[src/rtl/eic_pkg.sv]
package eic_pkg;
  localparam int EN_BIT  = 16;
  localparam int LVL_BIT = 9;
  localparam int POL_BIT = 8;
  localparam logic [31:0] CFG_MASK = (32'd1 << EN_BIT) | (32'd1 << LVL_BIT) | (32'd1 << POL_BIT);

  typedef struct packed {
    logic en;
    logic lvl;
    logic pol;
  } ch_cfg_t;
endpackage

[src/rtl/eic_regs.sv]
module eic_regs
  import eic_pkg::*;
#(
  parameter int NUM_CH = 2,
  parameter int ADDR_W = 5
) (
  input  logic                 clk_i,
  input  logic                 rst_ni,
  input  logic                 wr_en_i,
  input  logic [ADDR_W-1:0]    addr_i,
  input  logic [31:0]          wdata_i,
  output logic [31:0]          rdata_o,
  output ch_cfg_t [NUM_CH-1:0] cfg_o
);
  localparam int IDX_W = ADDR_W - 2;

  logic              aligned;
  logic [IDX_W-1:0]  word;
  logic [NUM_CH-1:0] hit;
  ch_cfg_t [NUM_CH-1:0] cfg_q;

  assign aligned = (addr_i[1:0] == 2'b00);
  assign word    = addr_i[ADDR_W-1:2];

  for (genvar n = 0; n < NUM_CH; n++) begin : g_ch
    // word 0 is the global slot; channels start at word 1
    assign hit[n] = aligned && (word == IDX_W'(n + 1));

    always_ff @(posedge clk_i or negedge rst_ni) begin
      if (!rst_ni) cfg_q[n] <= '0;
      else if (wr_en_i && hit[n])
        cfg_q[n] <= '{en: wdata_i[EN_BIT], lvl: wdata_i[LVL_BIT], pol: wdata_i[POL_BIT]};
    end
  end

  always_comb begin
    rdata_o = '0;
    for (int n = 0; n < NUM_CH; n++) begin
      if (hit[n]) begin
        rdata_o[EN_BIT]  = cfg_q[n].en;
        rdata_o[LVL_BIT] = cfg_q[n].lvl;
        rdata_o[POL_BIT] = cfg_q[n].pol;
      end
    end
  end

  assign cfg_o = cfg_q;


  rsvd_zero_chk: assert property (@(posedge clk_i) disable iff (!rst_ni)
    (rdata_o & ~CFG_MASK) == 32'd0);


  bad_wr_chk: assert property (@(posedge clk_i) disable iff (!rst_ni)
    (wr_en_i && !(|hit)) |=> $stable(cfg_q));
endmodule

[src/rtl/eic_sync.sv]
module eic_sync #(
  parameter int WIDTH = 2
) (
  input  logic             clk_i,
  input  logic             rst_ni,
  input  logic [WIDTH-1:0] d_i,
  output logic [WIDTH-1:0] q_o
);
  logic [WIDTH-1:0] meta_q, sync_q;

  always_ff @(posedge clk_i or negedge rst_ni) begin
    if (!rst_ni) begin
      meta_q <= '0;
      sync_q <= '0;
    end else begin
      meta_q <= d_i;
      sync_q <= meta_q;
    end
  end

  assign q_o = sync_q;
endmodule

[src/rtl/eic_sense.sv]
module eic_sense
  import eic_pkg::*;
(
  input  logic    clk_i,
  input  logic    rst_ni,
  input  logic    s_i,
  input  ch_cfg_t cfg_i,
  output logic    irq_o
);
  logic prev_q, irq_q;
  logic rise, fall, lvl_act, edge_hit, irq_d;

  assign rise     = s_i & ~prev_q;
  assign fall     = ~s_i & prev_q;
  // level: pol=1 active-high, pol=0 active-low
  assign lvl_act  = ~(s_i ^ cfg_i.pol);
  // edge: pol=0 rising, pol=1 falling
  assign edge_hit = cfg_i.pol ? fall : rise;
  assign irq_d    = cfg_i.en & (cfg_i.lvl ? lvl_act : edge_hit);

  // history tracks the raw synced pin every cycle, so a mode rewrite sees prev == s
  always_ff @(posedge clk_i or negedge rst_ni) begin
    if (!rst_ni) begin
      prev_q <= 1'b0;
      irq_q  <= 1'b0;
    end else begin
      prev_q <= s_i;
      irq_q  <= irq_d;
    end
  end

  assign irq_o = irq_q;


  dis_quiet_chk: assert property (@(posedge clk_i) disable iff (!rst_ni)
    !cfg_i.en |=> !irq_o);


  rise_once_chk: assert property (@(posedge clk_i) disable iff (!rst_ni)
    rise |=> !rise);


  fall_once_chk: assert property (@(posedge clk_i) disable iff (!rst_ni)
    fall |=> !fall);
endmodule

[src/rtl/ext_irq_cond.sv]
module ext_irq_cond
  import eic_pkg::*;
#(
  parameter int NUM_CH = 2,
  parameter int ADDR_W = 5
) (
  input  logic              clk_i,
  input  logic              rst_ni,
  input  logic              wr_en_i,
  input  logic [ADDR_W-1:0] addr_i,
  input  logic [31:0]       wdata_i,
  output logic [31:0]       rdata_o,
  input  logic [NUM_CH-1:0] pin_i,
  output logic [NUM_CH-1:0] irq_o
);
  ch_cfg_t [NUM_CH-1:0] cfg;
  logic    [NUM_CH-1:0] pin_s;

  eic_regs #(.NUM_CH(NUM_CH), .ADDR_W(ADDR_W)) u_regs (
    .clk_i   (clk_i),
    .rst_ni  (rst_ni),
    .wr_en_i (wr_en_i),
    .addr_i  (addr_i),
    .wdata_i (wdata_i),
    .rdata_o (rdata_o),
    .cfg_o   (cfg)
  );

  eic_sync #(.WIDTH(NUM_CH)) u_sync (
    .clk_i  (clk_i),
    .rst_ni (rst_ni),
    .d_i    (pin_i),
    .q_o    (pin_s)
  );

  for (genvar n = 0; n < NUM_CH; n++) begin : g_sense
    eic_sense u_sense (
      .clk_i  (clk_i),
      .rst_ni (rst_ni),
      .s_i    (pin_s[n]),
      .cfg_i  (cfg[n]),
      .irq_o  (irq_o[n])
    );
  end
endmodule

[config.mk]
export PLATFORM = sky130hd
export DESIGN_NAME = ext_irq_cond
export DESIGN_NICKNAME = d
export VERILOG_FILES = /design/src/rtl/eic_pkg.sv /design/src/rtl/eic_regs.sv /design/src/rtl/eic_sync.sv /design/src/rtl/eic_sense.sv /design/src/rtl/ext_irq_cond.sv
export SDC_FILE = /design/constraint.sdc
export NUM_CORES = 1
export LEC_CHECK = 0
export BUFFER_PORTS_ARGS = -buffer_cell sky130_fd_sc_hd__buf_2
export CAP_MARGIN = 20
export CORE_MARGIN = 1
export CORE_UTILIZATION = 36
export DETAILED_ROUTE_END_ITERATION = 12
export GPL_TIMING_DRIVEN = 0
export PLACE_DENSITY = 0.79
export SETUP_SLACK_MARGIN = 0.4
export SLEW_MARGIN = 15
export SYNTH_ARGS = -nofsm -noshare
export SYNTH_HDL_FRONTEND = slang
export SYNTH_HIERARCHICAL = 1
export SYNTH_SLANG_ARGS = --single-unit
[constraint.sdc]
create_clock -name clk_i -period 1.2 [get_ports clk_i]
set_input_delay 0.06 -clock clk_i [delete_from_list [all_inputs] [get_ports clk_i]]
set_output_delay 0.06 -clock clk_i [all_outputs]
set_load 0.01 [all_outputs]
Word level (Yosys, flattened, before mapping). Cells that the tools add are included.

Bitwise gates (word level): 14. Mux-type cells: 8. Equality and inequality tests: 2. Reduce and logical (&&, ||, !) cells: 5.

Operators with widths (count): $and 1x1->1 (6); $mux 1 (6); $not 1->1 (6); $logic_and 1x1->1 (4); $mux 2 (2); $eq 3x1->1 const B (1); $eq 3x2->1 const B (1); $logic_not 2->1 (1); $xor 1x1->1 (2).

Flip-flop bits (word level): 14. Output and inout port bits: 34. Bits of input ports: 42.

Longest topological paths before layout. Gate-level depths: netlist (run 1).

Word-level depth: 5. Depth in mapped cells: 3. Gate-level depth less buffers: 3.

By module. The synthesis (run 1) kept the hierarchy.

Modules (own cells, without submodules): eic_regs (sequential area each 150.1 um^2, area each 516.7 um^2, instances 1, cells each 54); eic_sense (sequential area each 50.0 um^2, area each 93.8 um^2, instances 2, cells each 8); eic_sync (sequential area each 100.1 um^2, area each 100.1 um^2, instances 1, cells each 4).

Worst setup path after synthesis (run 1). Ideal clock, no wire load.

Path kind: register to register. Start point: register u_sync.sync_q[0] (netlist: u_sync/q_o[0]). End point: register g_sense[0].u_sense.irq_q. Slack: 0.275 ns. Cell stages (with the launch flop): 4. Required time: 1.072 ns. Clock period less this slack: 0.925 ns. Library setup time: 0.128 ns. Data arrival time: 0.797 ns. Path through: dfrtp_1 -> nor3b_2 -> o31ai_1 -> a21oi_1.

Word-level cells in the longest chain between the ends: 5. Elaborated cells on any way between the ends: 8. Those cells by class: mux (2); bitwise (6).

RTL lines: start, declared (line eic_sync.sv:9) `logic [WIDTH-1:0] meta_q, sync_q;`; start signal, assigned (line eic_sync.sv:17) `sync_q <= meta_q;`; $not 1->1 (line eic_sense.sv:14) `assign fall = ~s_i & prev_q;`; $and 1x1->1 (line eic_sense.sv:14); $mux 1 (line eic_sense.sv:18) `assign edge_hit = cfg_i.pol ? fall : rise;`; $mux 1 (*) (line eic_sense.sv:19) `assign irq_d = cfg_i.en & (cfg_i.lvl ? lvl_act : edge_hit);`; $and 1x1->1 (*) (line eic_sense.sv:19); net g_sense[0].u_sense.irq_d (line eic_sense.sv:11) `logic rise, fall, lvl_act, edge_hit, irq_d;`; end signal, assigned (line eic_sense.sv:28) `irq_q <= irq_d;`; end, declared (line eic_sense.sv:10) `logic prev_q, irq_q;`.

The timed path passes the listed nets; every way through them passes the cells marked *. A chain may end at the register's enable or synchronous reset.

Final worst setup path (run 1).
Start point: register u_regs.cfg_q (netlist bit u_regs/cfg_o[4]). End point: output port rdata_o[9].

Word-level cells in the longest chain between the ends: 1.

RTL lines: start, declared (line eic_regs.sv:20) `ch_cfg_t [NUM_CH-1:0] cfg_q;`; start signal, assigned by index (line eic_regs.sv:32) `cfg_q[n] <= '{en: wdata_i[EN_BIT], lvl: wdata_i[LVL_BIT], pol: wdata_i[POL_BIT]};`; $mux 2 (line eic_regs.sv:39) `if (hit[n]) begin`; end, declared (line ext_irq_cond.sv:12) `output logic [31:0] rdata_o,`.

Every way passes these cells.

==> impl_metrics.env, run 1 <==
export IMPL_gr_total_overflow=0
export IMPL_ioPinCount=76
export IMPL_dpl_cell_area_mm2=0.00105
export IMPL_drtPass1Iterations=4
export IMPL_totalPowerFinal_mw=1.37
export IMPL_crit_family="flip-flops"
export IMPL_hold_path_class="in -> reg"
export IMPL_via_per_inst=3.91
export IMPL_drt_wl_total_mm=1.49
export IMPL_worstPathArrival_ns=1.07
export IMPL_status="finished, final reports clean"
export IMPL_final_fill_count=149
export IMPL_antenna_violating_nets_post_route=0
export IMPL_peakVddDrop_v=0.000970
export IMPL_final_cell_mix="buf_4 (31), conb_1 (29), buf_2 (17)"
export IMPL_cpPeakStageDelay_ns=0.42
export IMPL_start_util_pct=39.8
export IMPL_area_growth_pct=55.2
export IMPL_yosysUniqueCellTypes=16
export IMPL_whs_ns=0.0231
export IMPL_path_buf_inv=1
export IMPL_diodes=0
export IMPL_cts_sinks=14
export IMPL_report_final_slew_viol_count=0
export IMPL_worst_path_max_fanout=2
export IMPL_fin_crit_sh_pct=94.5
export IMPL_std_cell_rows=16
export IMPL_grt_pass1_wl_mm=2.42
export IMPL_r2r_start="u_regs/cfg_o[1]"
export IMPL_drive_above_1_share_pct=57.5
export IMPL_critPathCaptureType="primary output"
export IMPL_cts_buffers=3
export IMPL_synth_avg_cell_area_um2=10.9
export IMPL_antenna_found_initial=0
export IMPL_fin_area_mm2=0.00125
export IMPL_worstPathCellList="a22oi_2, nor2_1, buf_2"
export IMPL_whs_endpoint="u_regs/cfg_o[2]"
export IMPL_critPathSlowestCell="dfrtp_1"
export IMPL_design_die_area_mm2=0.00243
export IMPL_r2r_end="g_sense[0].u_sense/irq_o"
export IMPL_cp_start_kind="flop"
export IMPL_cts_tree="done"
export IMPL_fp_dieW_um=49.3
export IMPL_gp_congestion=0.808
export IMPL_drtIter0Drc=11
export IMPL_setup_viol=0
export IMPL_grt_max_degree=15
export IMPL_p_per_area_mw_per_mm2=1090
export IMPL_fin_tns_setup_ns=0
export IMPL_yosys_warnings=6
export IMPL_wl_per_cell_um=9.24
export IMPL_reg2reg_slack_ns=0.07
export IMPL_hold_start="wdata_i[16]"
export IMPL_clockRootBuffer="clkbuf_4"
export IMPL_hpwlAfterDp_mm=1.02
export IMPL_synthCells=74
export IMPL_die_h_um=49.3
export IMPL_crit_type="reg -> out"
export IMPL_rsz0062_at_grt="yes"
export IMPL_syn_area_um2=805
export IMPL_clock_path_buffers=2
export IMPL_clock_latency_ns=0.29
export IMPL_clk_pin_slew_ns=0.09
export IMPL_holdPathStages=2
export IMPL_synth_seq_area_share_pct=43.5
export IMPL_vias=629
export IMPL_drc_errors=0
export IMPL_max_cap_viol_count=0
export IMPL_fin_nets=177
export IMPL_fin_crit_ns=1.13
export IMPL_cts_htree_levels=1
export IMPL_grt_pass1_vias=568
export IMPL_rr_worst_depth=4
export IMPL_coreArea_mm2=0.00202
export IMPL_p_leak_nw=0.685
export IMPL_synth_seq_cells=14
export IMPL_hold_viol_final=0
export IMPL_grt_usage_pct=13.3
export IMPL_io_buffers=17
export IMPL_final_common_cell="buf_4"
export IMPL_fmax_ghz=0.882
export IMPL_fin_skew_ns=0.0124
export IMPL_crit_required_ns=1.14
[cell usage after synthesis (all sizes together)]
| master | count | area (µm²) |
|---|---|---|
| nor3 | 1 | 10.0 |
| or3 | 1 | 6.26 |
| nand3 | 2 | 10.0 |
| a22oi | 3 | 22.5 |
| nor2 | 3 | 11.3 |
| nor2b | 3 | 21.3 |
| o31ai | 2 | 15.0 |
| a21oi | 4 | 20.0 |
| conb | 1 | 3.75 |
| and2b | 1 | 8.76 |
| mux2 | 6 | 67.6 |
| nor3b | 4 | 40.0 |
| dfrtp | 14 | 350 |
| buf | 29 | 218 |
[final cells by class]
type,count,area [µm²],area share [%]
tap,27,33.8,2.71
clock buffer,4,36.3,2.91
timing repair buffer,28,198,15.8
multi-input combinational,59,412,33.0
buffer,29,218,17.4
sequential,14,352,28.2
[what timing repair did]
item / 4_1_cts / 5_1_grt
gates resized for setup: 5 / 12
endpoints found under the hold margin: 16 / 0
buffers inserted: 7 / 1
pin swaps: 1 / 3
hold buffers: 3 / 0
endpoints found under the setup margin: 9 / 13
gates cloned: 0 / 0
[per-layer routing]
| layer | global-route usage [%] | vias up | wire (µm) |
|---|---|---|---|
| met1 | 13.5 | 269 | 574 |
| met2 | 25.1 | 45 | 727 |
| met5 | 0 | - | 0 |
| met3 | 2.18 | 2 | 158 |
| li1 | - | 313 | - |
| met4 | 7.35 | 0 | 27 |
[logic make-up after synthesis]
family,count (synthesis),share of synthesized area (%)
buffers and inverters,29,27.1
and+or+nand+nor,15,13.4
DFF,14,43.5
AOI/OAI and AO/OA,9,7.15
muxes,6,8.40
other,1,0.466
[through the flow]
step | setup slack [ns] | util [%] | std cells
2_1_floorplan | 0.277 | - | 102
3_3_place_gp | 0.195 | 52.2 | 146
3_5_place_dp | 0.158 | 52.2 | 146
4_1_cts | 0.100 | 59.0 | 160
5_1_grt | -0.0188 | 61.8 | 161
6_report | 0.0664 | 61.8 | 161
[worst max path at each step]
stage | start | depth (start not counted) | endpoint | slack, ns
after floorplan | u_regs/cfg_o[4] | 3 | g_sense[1].u_sense/irq_o | 0.28
after global placement | addr_i[1] | 4 | u_regs/cfg_o[3] | 0.20
after detailed placement | addr_i[1] | 4 | u_regs/cfg_o[5] | 0.16
after CTS | u_regs/cfg_o[5] | 3 | rdata_o[16] | 0.10
after global routing | u_regs/cfg_o[1] | 4 | g_sense[0].u_sense/irq_o | -0.02
final | u_regs/cfg_o[4] | 3 | rdata_o[9] | 0.07
[sequential cells by signal (all words and copies together) (netlist names)]
signal	cells
u_sync/meta_q	2
g_sense.u_sense/irq_o	2
g_sense.u_sense/prev_q	2
u_regs/cfg_o	6
u_sync/q_o	2
[where the power goes]
part	internal [mW]	switching, mW	leakage, nW	total, mW
Sequential	0.533	0.0506	0.172	0.583
Combinational	0.270	0.171	0.491	0.441
Clock	0.185	0.158	0.0210	0.342
Total	0.988	0.379	0.685	1.37
Power figures use the tool's default switching activity.
==> inputs of run 2 (changes only) <==
--- a/config.mk
+++ b/config.mk
@@ -7,6 +7,7 @@
 export LEC_CHECK = 0
 export BUFFER_PORTS_ARGS = -buffer_cell sky130_fd_sc_hd__buf_2
 export CAP_MARGIN = 20
+export CORE_ASPECT_RATIO = 1.75
 export CORE_MARGIN = 1
 export CORE_UTILIZATION = 36
 export DETAILED_ROUTE_END_ITERATION = 12
@@ -16,5 +17,4 @@
 export SLEW_MARGIN = 15
 export SYNTH_ARGS = -nofsm -noshare
 export SYNTH_HDL_FRONTEND = slang
-export SYNTH_HIERARCHICAL = 1
 export SYNTH_SLANG_ARGS = --single-unit
==> run 2 against run 1 <==
Effect of this change:
- flip-flop and latch count stayed put
- area after synthesis is 1.7% higher
- register-to-register slack better by 0.03 ns
- total power is 3.6% lower
- final area is 1.2% higher
- synthesized cell count is 2.7% higher
- routed wire length is 11% higher
- critical endpoint unchanged
- combinational power is 10% higher
- largest power group unchanged
==> impl_metrics.env, run 2 <==
export IMPL_fin_crit_ns=1.13
export IMPL_io_buffers=17
export IMPL_max_cap_viol_count=0
export IMPL_drtIter0Drc=6
export IMPL_cts_sinks=14
export IMPL_antenna_violating_nets_post_route=0
export IMPL_synth_area_top_cells="dfrtp_1 (43%), buf_4 (28%), mux2_2 (8.3%)"
export IMPL_synth_seq_cells=14
export IMPL_die_h_um=65.1
export IMPL_crit_type="reg -> out"
export IMPL_crit_family="flip-flops"
export IMPL_ys_top_cells_by_count="buf_4 (31), dfrtp_1 (14), mux2_2 (6)"
export IMPL_critPathCaptureType="primary output"
export IMPL_cts_htree_levels=1
export IMPL_dpl_cell_area_mm2=0.00105
export IMPL_async_flop_share_pct=100
export IMPL_grt_usage_pct=15.6
export IMPL_drc_errors=0
export IMPL_worstPathArrival_ns=1.07
export IMPL_synthSimpleGateAreaFrac_pct=12.5
export IMPL_synthCells=76
export IMPL_coreArea_mm2=0.00212
export IMPL_fin_tns_setup_ns=0
export IMPL_fmax_ghz=0.883
export IMPL_clockRootBuffer="clkbuf_4"
export IMPL_p_per_area_mw_per_mm2=1040
export IMPL_drive_above_1_share_pct=58.8
export IMPL_yosysUniqueCellTypes=17
export IMPL_area_growth_pct=54.4
export IMPL_crit_required_ns=1.14
export IMPL_gp_congestion=0.790
export IMPL_final_fill_count=192
export IMPL_synth_seq_area_share_pct=42.8
export IMPL_diodes=0
export IMPL_cts_buffers=3
export IMPL_grt_pass1_wl_mm=2.72
export IMPL_muxShareOfSynthArea_pct=9.48
export IMPL_drtPass1Iterations=3
export IMPL_peakVddDrop_v=0.000686
export IMPL_path_buf_inv=1
export IMPL_via_per_inst=4.04
export IMPL_rsz0062_at_grt="yes"
export IMPL_synth_top_cell_area_share_pct=42.8
export IMPL_hpwlAfterDp_mm=1.13
export IMPL_start_util_pct=38.6
export IMPL_wl_per_cell_um=10.3
export IMPL_design_die_area_mm2=0.00248
export IMPL_grt_pass1_vias=650
export IMPL_final_util_pct=59.6
export IMPL_synth_xor_xnor_area_share_pct=0
export IMPL_synth_most_common_cell="buf_4"
export IMPL_fin_crit_sh_pct=94.3
export IMPL_synth_avg_cell_area_um2=10.8
export IMPL_clk_pin_slew_ns=0.07
export IMPL_final_cell_mix="buf_4 (32), conb_1 (29), buf_2 (14)"
export IMPL_clock_latency_ns=0.27
export IMPL_critPathSlowestCell="dfrtp_1"
export IMPL_syn_area_um2=818
export IMPL_fin_skew_ns=0.000454
export IMPL_whs_ns=0.0346
export IMPL_grt_max_degree=15
export IMPL_rr_worst_depth=5
export IMPL_cts_tree="done"
export IMPL_report_final_slew_viol_count=0
export IMPL_final_common_cell="buf_4"
export IMPL_largest_reg_flops=6
export IMPL_cpPeakStageDelay_ns=0.41
export IMPL_cp_start_kind="flop"
export IMPL_std_cell_rows=22
export IMPL_fin_nets=180
export IMPL_place_ws_ns=0.134
export IMPL_path_depth=3
export IMPL_vias=647
export IMPL_drt_wl_total_mm=1.66
export IMPL_worstPathCellList="a22oi_2, nor2_4, buf_6"
export IMPL_yosys_warnings=0
export IMPL_synth_edff_count=0
export IMPL_holdPathStages=2
export IMPL_synth_top_family_by_area="buffers and inverters"
export IMPL_ioPinCount=76
export IMPL_totalPowerFinal_mw=1.32
export IMPL_clock_path_buffers=2
export IMPL_fin_area_mm2=0.00126
export IMPL_dpl_cell_count=145
export IMPL_status="finished, final reports clean"
export IMPL_p_leak_nw=0.698
export IMPL_synth_largest_area_cell="dfrtp_1"
export IMPL_setup_viol=0
export IMPL_synth_compound_area_share_pct=6.27
export IMPL_synthFlopType="dfrtp_1"
export IMPL_fp_dieW_um=38.0
export IMPL_antenna_found_initial=0
export IMPL_finalNonFillerCells=160
export IMPL_worst_path_max_fanout=2
export IMPL_gr_total_overflow=0
export IMPL_hold_viol_final=0
export IMPL_synth_fa_ha_area_share_pct=0
export IMPL_hold_path_class="in -> reg"
export IMPL_setup_ws_ns=0.0679
## run 2: cell types whose count changed after synthesis, moves of 2 or more
cell and delta:
a21oi_1 -2, and2b_1 +2, buf_4 +2, nand2_1 +5, nand3_1 -2, nor3b_2 -2
## run 2: layer usage
metal	global-route usage, %	vias to the layer above	part of all wire, %
met3	1.37	4	6.9
met1	14.8	293	33
li1	-	317	-
met4	10.7	0	2.1
met5	0	-	0
met2	28.8	33	58
## run 2: what timing repair did
item / CTS / global route
hold endpoints to repair: 16 / 0
setup buffers: 7 / 2
pin swaps: 1 / 1
gates resized for setup: 18 / 5
endpoints found under the setup margin: 11 / 13
gates cloned: 0 / 0
hold buffers: 3 / 0
## run 2: path summary, 6_finish.rpt
kind	start	endpoint	slack (ns)
min in group asynchronous	rst_ni	u_sync.meta_q[0]	0.21
max in group asynchronous	rst_ni	u_regs.cfg_o[0]	0.74
min	wdata_i[8]	u_regs.cfg_o[0]	0.03
max	u_regs.cfg_o[1]	rdata_o[9]	0.07
max reg2reg	u_regs.cfg_o[1]	g_sense[0].u_sense.irq_o	0.10
min reg2reg	u_sync.meta_q[1]	u_sync.q_o[1]	0.35
## run 2: logic make-up (layout without fill, tap and decap cells)
family,count (synthesis),in the layout
buf+inv,31,63
other cells,1,29
simple gates,16,16
mux,7,7
compound gates,7,7
flops,14,14
## run 2: worst register-to-register path, cell delays in order, from the launching register on
cell and delay, ns:
dfrtp_1 0.41, buf_6 0.13, buf_6 0.12, nand2_2 0.04, nand2_1 0.04, o221a_2 0.26
## run 2: power by group
| group | switching [mW] | internal, mW |
|---|---|---|
| Clock | 0.132 | 0.116 |
| Sequential | 0.0523 | 0.532 |
| Combinational | 0.185 | 0.300 |
## run 2: final cells by class
type	instances	area [µm²]	share of cell area, %
plain buffers	31	240	19.0
clock buffers	3	22.5	1.78
multi-input cells	59	395	31.3
flip-flops and latches	14	352	27.8
well taps	24	30.0	2.38
repair buffers	29	224	17.7
